## src/rtl/b2sram_pkg.sv

```systemverilog
package b2sram_pkg;

    // Width of one byte lane gated by one write-enable bit.
    localparam int LANE_W = 9;

    // Read-stage machine: is an array fetch due at the next rising edge?
    typedef enum logic [0:0] {
        RS_IDLE = 1'b0,
        RS_LOAD = 1'b1
    } rd_stage_t;

endpackage

```

## src/rtl/b2_in_capture.sv

```systemverilog
module b2_in_capture
    import b2sram_pkg::*;
#(
    parameter int ADDR_W = 6,
    parameter int DATA_W = 36,
    parameter int LANES  = DATA_W / LANE_W
) (
    input  logic              clk,
    input  logic              rst_n,
    input  logic [ADDR_W-1:0] addr,
    input  logic              rd_n,
    input  logic              wr_n,
    input  logic [DATA_W-1:0] wdata,
    input  logic [LANES-1:0]  bw_n,
    output logic              fetch_en,
    output logic [ADDR_W-1:0] rd_addr,
    output logic              wr_live,
    output logic [ADDR_W-1:0] wr_addr,
    output logic [DATA_W-1:0] wd_even,
    output logic [DATA_W-1:0] wd_odd,
    output logic [LANES-1:0]  wm_even,
    output logic [LANES-1:0]  wm_odd
);

    rd_stage_t rs_q;
    rd_stage_t rs_d;

    // Next-state logic of the read stage: accept / chain / drain / rest.
    always_comb begin
        rs_d = rs_q;
        unique case (rs_q)
            RS_IDLE: rs_d = rd_n ? RS_IDLE : RS_LOAD;
            RS_LOAD: rs_d = rd_n ? RS_IDLE : RS_LOAD;
            default: rs_d = RS_IDLE;
        endcase
    end

    // State register and read address, taken at the rising edge.
    always_ff @(posedge clk or negedge rst_n) begin
        if (!rst_n) begin
            rs_q    <= RS_IDLE;
            rd_addr <= '0;
        end else begin
            rs_q <= rs_d;
            if (!rd_n) begin
                rd_addr <= addr;
            end
        end
    end

    // Output decode of the read stage.
    always_comb begin
        fetch_en = 1'b0;
        unique case (rs_q)
            RS_IDLE: fetch_en = 1'b0;
            RS_LOAD: fetch_en = 1'b1;
            default: fetch_en = 1'b0;
        endcase
    end

    // Write beat 0: select, data and lane enables at the rising edge.
    always_ff @(posedge clk or negedge rst_n) begin
        if (!rst_n) begin
            wr_live <= 1'b0;
            wd_even <= '0;
            wm_even <= '1;
        end else begin
            wr_live <= ~wr_n;
            if (!wr_n) begin
                wd_even <= wdata;
                wm_even <= bw_n;
            end
        end
    end

    // Write beat 1 and the write address at the falling edge of the same cycle.
    always_ff @(negedge clk or negedge rst_n) begin
        if (!rst_n) begin
            wr_addr <= '0;
            wd_odd  <= '0;
            wm_odd  <= '1;
        end else if (wr_live) begin
            wr_addr <= addr;
            wd_odd  <= wdata;
            wm_odd  <= bw_n;
        end
    end

endmodule

```

## src/rtl/b2_store.sv

```systemverilog
module b2_store
    import b2sram_pkg::*;
#(
    parameter int ADDR_W = 6,
    parameter int DATA_W = 36,
    parameter int LANES  = DATA_W / LANE_W,
    parameter int PAIRS  = 1 << ADDR_W
) (
    input  logic              clk,
    input  logic              rst_n,
    input  logic              fetch_en,
    input  logic [ADDR_W-1:0] rd_addr,
    input  logic              wr_live,
    input  logic [ADDR_W-1:0] wr_addr,
    input  logic [DATA_W-1:0] wd_even,
    input  logic [DATA_W-1:0] wd_odd,
    input  logic [LANES-1:0]  wm_even,
    input  logic [LANES-1:0]  wm_odd,
    output logic [DATA_W-1:0] pair_even,
    output logic [DATA_W-1:0] pair_odd,
    output logic              pair_ok
);

    logic [DATA_W-1:0] bank_e [PAIRS];
    logic [DATA_W-1:0] bank_o [PAIRS];
    logic              hit;

    // Lane-wise overlay of new data on an old word; enable bits are active low.
    function automatic logic [DATA_W-1:0] lane_merge(
        input logic [DATA_W-1:0] old_w,
        input logic [DATA_W-1:0] new_w,
        input logic [LANES-1:0]  en_n
    );
        logic [DATA_W-1:0] r;
        r = old_w;
        for (int k = 0; k < LANES; k++) begin
            if (!en_n[k]) begin
                r[k*LANE_W +: LANE_W] = new_w[k*LANE_W +: LANE_W];
            end
        end
        return r;
    endfunction

    // The pending write is still uncommitted when the fetch happens.
    assign hit = wr_live && (wr_addr == rd_addr);

    // Commit the pending write and fetch the requested pair on the same edge;
    // the fetch sees pre-edge array contents plus the forwarded lanes.
    always_ff @(posedge clk) begin
        if (wr_live) begin
            bank_e[wr_addr] <= lane_merge(bank_e[wr_addr], wd_even, wm_even);
            bank_o[wr_addr] <= lane_merge(bank_o[wr_addr], wd_odd,  wm_odd);
        end
        if (fetch_en) begin
            pair_even <= hit ? lane_merge(bank_e[rd_addr], wd_even, wm_even) : bank_e[rd_addr];
            pair_odd  <= hit ? lane_merge(bank_o[rd_addr], wd_odd,  wm_odd)  : bank_o[rd_addr];
        end
    end

    always_ff @(posedge clk or negedge rst_n) begin
        if (!rst_n) begin
            pair_ok <= 1'b0;
        end else begin
            pair_ok <= fetch_en;
        end
    end

endmodule

```

## src/rtl/b2_ddr_out.sv

```systemverilog
module b2_ddr_out #(
    parameter int DATA_W = 36
) (
    input  logic              clk,
    input  logic              rst_n,
    input  logic              pair_ok,
    input  logic [DATA_W-1:0] pair_even,
    input  logic [DATA_W-1:0] pair_odd,
    output logic [DATA_W-1:0] rdata,
    output logic              rvalid
);

    logic [DATA_W-1:0] fall_q;
    logic [DATA_W-1:0] rise_q;
    logic              vfall_q;
    logic              vrise_q;

    // Beat 0 launches at the falling edge; when idle, copy the held beat.
    always_ff @(negedge clk or negedge rst_n) begin
        if (!rst_n) begin
            fall_q  <= '0;
            vfall_q <= 1'b0;
        end else if (pair_ok) begin
            fall_q  <= pair_even;
            vfall_q <= 1'b1;
        end else begin
            fall_q  <= rise_q;
            vfall_q <= 1'b0;
        end
    end

    // Beat 1 launches at the next rising edge, before the pair is replaced.
    always_ff @(posedge clk or negedge rst_n) begin
        if (!rst_n) begin
            rise_q  <= '0;
            vrise_q <= 1'b0;
        end else if (vfall_q) begin
            rise_q  <= pair_odd;
            vrise_q <= 1'b1;
        end else begin
            rise_q  <= fall_q;
            vrise_q <= 1'b0;
        end
    end

    // High phase shows the rising-edge register, low phase the falling-edge one.
    assign rdata  = clk ? rise_q  : fall_q;
    assign rvalid = clk ? vrise_q : vfall_q;

    // after an idle falling edge both halves carry the same held beat.
    p_idle_hold_r7: assert property (@(posedge clk) disable iff (!rst_n)
        !vfall_q |-> (fall_q == rise_q));

endmodule

```

## src/rtl/b2_burst_sram.sv

```systemverilog
module b2_burst_sram
    import b2sram_pkg::*;
#(
    parameter int ADDR_W = 6,
    parameter int DATA_W = 36
) (
    input  logic                     clk,
    input  logic                     rst_n,
    input  logic [ADDR_W-1:0]        addr,
    input  logic                     rd_n,
    input  logic                     wr_n,
    input  logic [DATA_W-1:0]        wdata,
    input  logic [DATA_W/LANE_W-1:0] bw_n,
    output logic [DATA_W-1:0]        rdata,
    output logic                     rvalid
);

    localparam int LANES = DATA_W / LANE_W;
    localparam int PAIRS = 1 << ADDR_W;

    logic              fetch_en;
    logic [ADDR_W-1:0] rd_addr;
    logic              wr_live;
    logic [ADDR_W-1:0] wr_addr;
    logic [DATA_W-1:0] wd_even;
    logic [DATA_W-1:0] wd_odd;
    logic [LANES-1:0]  wm_even;
    logic [LANES-1:0]  wm_odd;
    logic [DATA_W-1:0] pair_even;
    logic [DATA_W-1:0] pair_odd;
    logic              pair_ok;

    b2_in_capture #(
        .ADDR_W (ADDR_W),
        .DATA_W (DATA_W),
        .LANES  (LANES)
    ) u_cap (
        .clk      (clk),
        .rst_n    (rst_n),
        .addr     (addr),
        .rd_n     (rd_n),
        .wr_n     (wr_n),
        .wdata    (wdata),
        .bw_n     (bw_n),
        .fetch_en (fetch_en),
        .rd_addr  (rd_addr),
        .wr_live  (wr_live),
        .wr_addr  (wr_addr),
        .wd_even  (wd_even),
        .wd_odd   (wd_odd),
        .wm_even  (wm_even),
        .wm_odd   (wm_odd)
    );

    b2_store #(
        .ADDR_W (ADDR_W),
        .DATA_W (DATA_W),
        .LANES  (LANES),
        .PAIRS  (PAIRS)
    ) u_store (
        .clk       (clk),
        .rst_n     (rst_n),
        .fetch_en  (fetch_en),
        .rd_addr   (rd_addr),
        .wr_live   (wr_live),
        .wr_addr   (wr_addr),
        .wd_even   (wd_even),
        .wd_odd    (wd_odd),
        .wm_even   (wm_even),
        .wm_odd    (wm_odd),
        .pair_even (pair_even),
        .pair_odd  (pair_odd),
        .pair_ok   (pair_ok)
    );

    b2_ddr_out #(
        .DATA_W (DATA_W)
    ) u_out (
        .clk       (clk),
        .rst_n     (rst_n),
        .pair_ok   (pair_ok),
        .pair_even (pair_even),
        .pair_odd  (pair_odd),
        .rdata     (rdata),
        .rvalid    (rvalid)
    );

    // an accepted read has its first beat launched before rising edge T+2.
    p_rd_beat_valid_r2: assert property (@(posedge clk) disable iff (!rst_n)
        !rd_n |-> ##2 u_out.vfall_q);

    // a rising edge without a read leaves the matching falling slot empty.
    p_idle_quiet_r7: assert property (@(posedge clk) disable iff (!rst_n)
        rd_n |-> ##2 !u_out.vfall_q);

    // two reads in a row keep both output halves valid without a gap.
    p_stream_r8: assert property (@(posedge clk) disable iff (!rst_n)
        (!rd_n ##1 !rd_n) |-> ##2 (u_out.vfall_q && u_out.vrise_q));

endmodule

```

## config.mk

```make
export PLATFORM = sky130hd
export DESIGN_NAME = b2_burst_sram
export DESIGN_NICKNAME = d
export VERILOG_FILES = /design/src/rtl/b2sram_pkg.sv /design/src/rtl/b2_in_capture.sv /design/src/rtl/b2_store.sv /design/src/rtl/b2_ddr_out.sv /design/src/rtl/b2_burst_sram.sv
export SDC_FILE = /design/constraint.sdc
export NUM_CORES = 2
export LEC_CHECK = 0
export BUFFER_PORTS_ARGS = -buffer_cell sky130_fd_sc_hd__buf_2
export CAP_MARGIN = 30
export CORE_MARGIN = 2
export CORE_UTILIZATION = 30
export CTS_CLUSTER_SIZE = 10
export DETAILED_ROUTE_END_ITERATION = 10
export GPL_TIMING_DRIVEN = 1
export HOLD_SLACK_MARGIN = 0.12
export PLACE_DENSITY = 0.54
export SETUP_SLACK_MARGIN = 0.05
export SKIP_LAST_GASP = 1
export SYNTH_ARGS = -nofsm -noshare
export SYNTH_HDL_FRONTEND = slang
export SYNTH_MEMORY_MAX_BITS = 65536
export SYNTH_SLANG_ARGS = --single-unit
```

## constraint.sdc

```tcl
create_clock -name clk -period 7 [get_ports clk]
set_input_delay 0.35 -clock clk [delete_from_list [all_inputs] [get_ports clk]]
set_output_delay 0.35 -clock clk [all_outputs]
set_load 0.03 [all_outputs]
```

-- Word-level counts from Yosys, hierarchy flattened
Memories as Yosys holds them, arrays and structs flattened.
Cells that the tools add are included.
- input bits: 50
- bits in read-only memories: 0
- output and inout port bits: 37
- flip-flop bits (word level): 241
- memories kept: 2
- bits in writable memories: 4608
- bits in latches: 0
- logic and storage cells: 73
- memory list (name ; words ; width ; read ports ; clocked after Yosys merged registers in ; wr ports ; line ; RTL):
    u_store.bank_e ; 64 ; 36 ; 1 ; 0 ; 1 ; b2_store.sv:24 ; logic [DATA_W-1:0] bank_e [PAIRS];
    u_store.bank_o ; 64 ; 36 ; 1 ; 0 ; 1 ; b2_store.sv:25 ; logic [DATA_W-1:0] bank_o [PAIRS];
- div/mod/pow operators: 0
- $add $sub $neg: 0
- multipliers: 0
- bitwise logic cells: 2
- magnitude comparators: 0
- eq/ne operators: 9
- reductions and logical operators: 9
- shift operators: 0
- multiplexer cells: 36
- operators by type and width (kind ; number):
    9-bit 2-to-1 mux ; 24
    36-bit 2-to-1 mux ; 5
    2-bit inequality test, second input constant ; 8
    2-bit AND reduction ; 8
    6-bit equality test ; 1
    1-bit 2-to-1 mux ; 6
    1-bit NOT ; 2
    1-bit case mux with 2 select lines ; 1
    1-bit logical AND ; 1

-- Logic depth before layout (Yosys ltp)
- depth after elaboration: 3
- mapped depth: 10
- gate-level depth less buffers: 5

-- Modules after synthesis
From an unflattened synthesis, not the netlist that was laid out.
- cells, all modules: 9062
- area total of the unflattened synthesis: 187205.8 um2
- modules (own cells, without submodules) (module ; cells each ; area each (um2) ; seq. area each (um2) ; times used):
    b2_store ; 8667 ; 179719.9 ; 140559.8 ; 1
    b2_in_capture ; 200 ; 3858.7 ; 2362.3 ; 1
    b2_ddr_out ; 195 ; 3627.2 ; 1851.8 ; 1

==> metrics.md <==
| Metric | Value |
|---|---|
| Via Count | 94,800 |
| Worst setup EP type | flip-flop |
| Critical path class | flip-flop to flip-flop |
| Area grow syn2layout | 16.8% |
| Most frequent cells in the layout | edfxtp_1 (4,680), mux4_2 (933), nor2_1 (657) |
| Iteration-0 DRC Markers | roughly 12,000 |
| Top FF cell, synth | edfxtp_1 |
| Worst skew pair latency | between 1000 and 1500 ps |
| Width of the die | ~800 um |
| Final net count | between 9,000 and 10,000 |
| Number of global-route vias before repair | about 97,000 |
| Commonest non-fill, non-tap cell in the layout | edfxtp_1 |
| Die Y | between 700 and 800 um |
| Pre-CTS WS | between 400 and 500 ps |
| Sequential area share after synthesis | 0.777 |
| Number of core rows | 289 |
| Vias per inst | 5.12 |
| Ports | a little under 90 |
| Initial DRT Pass Iterations | 6 |
| Rel. slew slack | 0.230 |
| GRT Total Usage | 0.167 |
| First-pass GRT wire length | roughly 750 mm |
| CTS tree | done |
| Critical path's slowest cell | nor2_1 |
| Final WS setup | 398 ps |
| Multi-input logic area | slightly below 0.04 sq mm |
| Worst Tran Pin Value | about 1200 ps |
| Flop pwr share | 0.495 |
| Data arrival, critical path | between 7000 and 8000 ps |
| Largest net degree at the start of global routing | roughly 140 |
| Die area | ~0.63 sq mm |
| Post-CTS sizing | 0 |
| Setup violators final | 0 |
| Outcome | finished, final reports clean |
| Internal | approximately 51 mW |
| Synth async-reset ratio | 0.0349 |
| Post-Synthesis Cells | 9,063 |
| FF+latch count, synth | 4,849 |
| Mapped Area | approximately 0.19 sq mm |
| Critical path buffers and inverters | 2 |
| Port bufs | 86 |
| Mapped Avg Cell Area | ~20 sq um |
| Core area | just over 0.6 sq mm |
| Max-cap violations | 0 |
| Critical Path Fanout Max | 10 |
| Wire per inst | roughly 29 um |
| Sw Share | 0.243 |
| Non-Filler Instances | between 15,000 and 20,000 |
| Clock power frac | 0.422 |
| Post-placement cell count | about 17,000 |
| Netlist cell types | 56 |
| Initial antenna violation count | between 40 and 50 |
| Critical Path RT | 7790 ps |
| Fillers | between 50,000 and 60,000 |
| LEAKAGE | about 68 nW |
| Placer Congestion | around 0.84 |
| Yosys top cell area share | 0.754 |
| Comb power frac | 0.083 |
| Hold Fails Final Rpt | 0 |
| Worst-path clk slew | roughly 50 ps |
| Crit-path max cell delay | ~670 ps |
| Routed Antenna Nets | 0 |
| Crit path cell chain | nor3b_1 -> buf_4 -> nand2_2 -> buf_4 -> nor2_1 |
| DRC viols | 0 |
| Synth Net Count | 9,113 |
| Maximum vdd drop | about 0.00022 V |
| Reg area | between 0.1 and 0.15 sq mm |
| RSZ-0062 raised after global routing | false |
| PD cells | between 300 and 400 mW/mm^2 |
| Setup bufs post-CTS | 0 |
| # hold bufs at CTS | roughly 130 |
| Clock Skew | 109 ps |
| Worst Hold Class | primary input to flip-flop |
| Pins Over Slew Limit | 0 |
| Fin Setup TNS | 0 ps |
| Yosys top cell by area | edfxtp_1 |
| Post-synth EDFFs | between 4,000 and 5,000 |
| Starting Density | 0.301 |
| Detailed Route WL | around 540 mm |
| Share of layout cells above drive strength 1 | 0.252 |
| Largest cells by area after synthesis | edfxtp_1 (75%), mux4_2 (11%), mux2i_1 (1.6%) |
| Switching power total | roughly 16 mW |
| Gr ovfl total | 0 |
| Synthesis Warnings | 0 |
| CP delay by family, top | simple AND/OR/NAND/NOR gates |
| Worst setup SP type | flip-flop |
| Post-DP HPWL | ~340 mm |
| Critical Path Most Common Cell | buf_4 |
==> cell families after synthesis <==
kind of cell	Yosys count	synth area share
flip-flops	4849	0.777
multiplexers	1431	0.141
AND/OR/NAND/NOR	1279	0.0305
AO/OA/AOI/OAI	938	0.0364
buffers and inverters	560	0.0146
XOR/XNOR	6	0.000423
==> final timing paths <==
check | cells after the start | end | slack (ps) | start
hold / removal | 3 | u_cap.rd_addr[2]$_DFFE_PN0N_ | 160 | addr[2]
hold reg to reg | 1 | u_cap.wd_odd[19]$_DFFE_NN0P_ | 470 | u_cap.wd_odd[19]$_DFFE_NN0P_
setup / recovery | 5 | u_store.bank_e[28][20]$_DFFE_PP_ | 400 | u_cap.wr_addr[2]$_DFFE_NN0P_
max in group asynchronous | 4 | u_cap.wm_odd[2]$_DFFE_NN1P_ | 2450 | rst_n
min in group asynchronous | 4 | u_cap.rd_addr[3]$_DFFE_PN0N_ | 580 | rst_n
setup reg to reg | 5 | u_store.bank_e[28][20]$_DFFE_PP_ | 400 | u_cap.wr_addr[2]$_DFFE_NN0P_
==> power groups by stage <==
stage | combinational [mW] | clock [mW] | sequential (mW)
5_1_grt | 5.87 | 29.8 | 33.0
3_3_place_gp | 5.38 | 0.681 | 33.6
3_5_place_dp | 5.53 | 0.681 | 33.6
2_1_floorplan | 2.91 | 0.637 | 33.8
6_report | 5.57 | 28.2 | 33.0
4_1_cts | 5.61 | 28.7 | 33.0
==> tightest hold or removal path, cell delays in order <==
cell           delay (ps)
dlygate4sd3_1         520
buf_2                 250
mux2_2                200
==> cell usage after synthesis (all sizes together) (2+ instances only) <==
cell type / n
a211oi: 141
a21oi: 144
a22o: 71
a22oi: 287
and3: 3
and3b: 4
buf: 331
clkbuf: 226
dfrtn: 79
dfrtp: 82
dfstp: 8
edfxtp: 4680
inv: 3
mux2: 206
mux2i: 292
mux4: 933
nand2: 285
nand2b: 10
nand3: 5
nand4: 3
nor2: 660
nor2b: 145
nor3: 80
nor3b: 8
nor4: 70
o21ai: 71
o221ai: 142
o22ai: 2
o31ai: 72
xnor2: 6
==> per-layer routing <==
| metal | wire (um) | vias up | part of all wire | track usage |
|---|---|---|---|---|
| li1 | - | 39000 | - | - |
| met2 | 251000 | 4419 | 0.46 | 0.261 |
| met1 | 217000 | 50500 | 0.40 | 0.222 |
| met3 | 48200 | 891 | 0.089 | 0.0420 |
| met4 | 24300 | 10 | 0.045 | 0.0718 |
| met5 | 61 | - | 0.00011 | 0 |
==> sequential cells by signal (all words and copies together), names as in the netlist, 36 cells and up <==
register and cells:
u_out.rise_q 36, u_cap.wd_even 36, u_store.bank_e 2304, u_store.bank_o 2304, u_store.pair_even 36, u_cap.wd_odd 36
u_store.pair_odd 36, u_out.fall_q 36
==> metrics by stage <==
stage	utilization	instance area, sq um	hold WS (ps)	power, mW
finish	0.351	218000	164	66.8
global route	0.351	218000	129	68.7
CTS	0.351	217000	127	67.4
detailed placement	0.322	199000	380	39.8
global placement	0.321	199000	363	39.7
floorplan	-	186000	54.4	37.3
==> area by class of cell <==
type	count	area share
well taps	8293	0.0477
multi-input cells	3654	0.179
diodes	93	0.00107
repair buffers	735	0.0297
clock inverters	67	0.00391
flip-flops and latches	4849	0.666
inverters	2	0.0000345
clock buffers	815	0.0728
(Power assumes the default switching activity.)
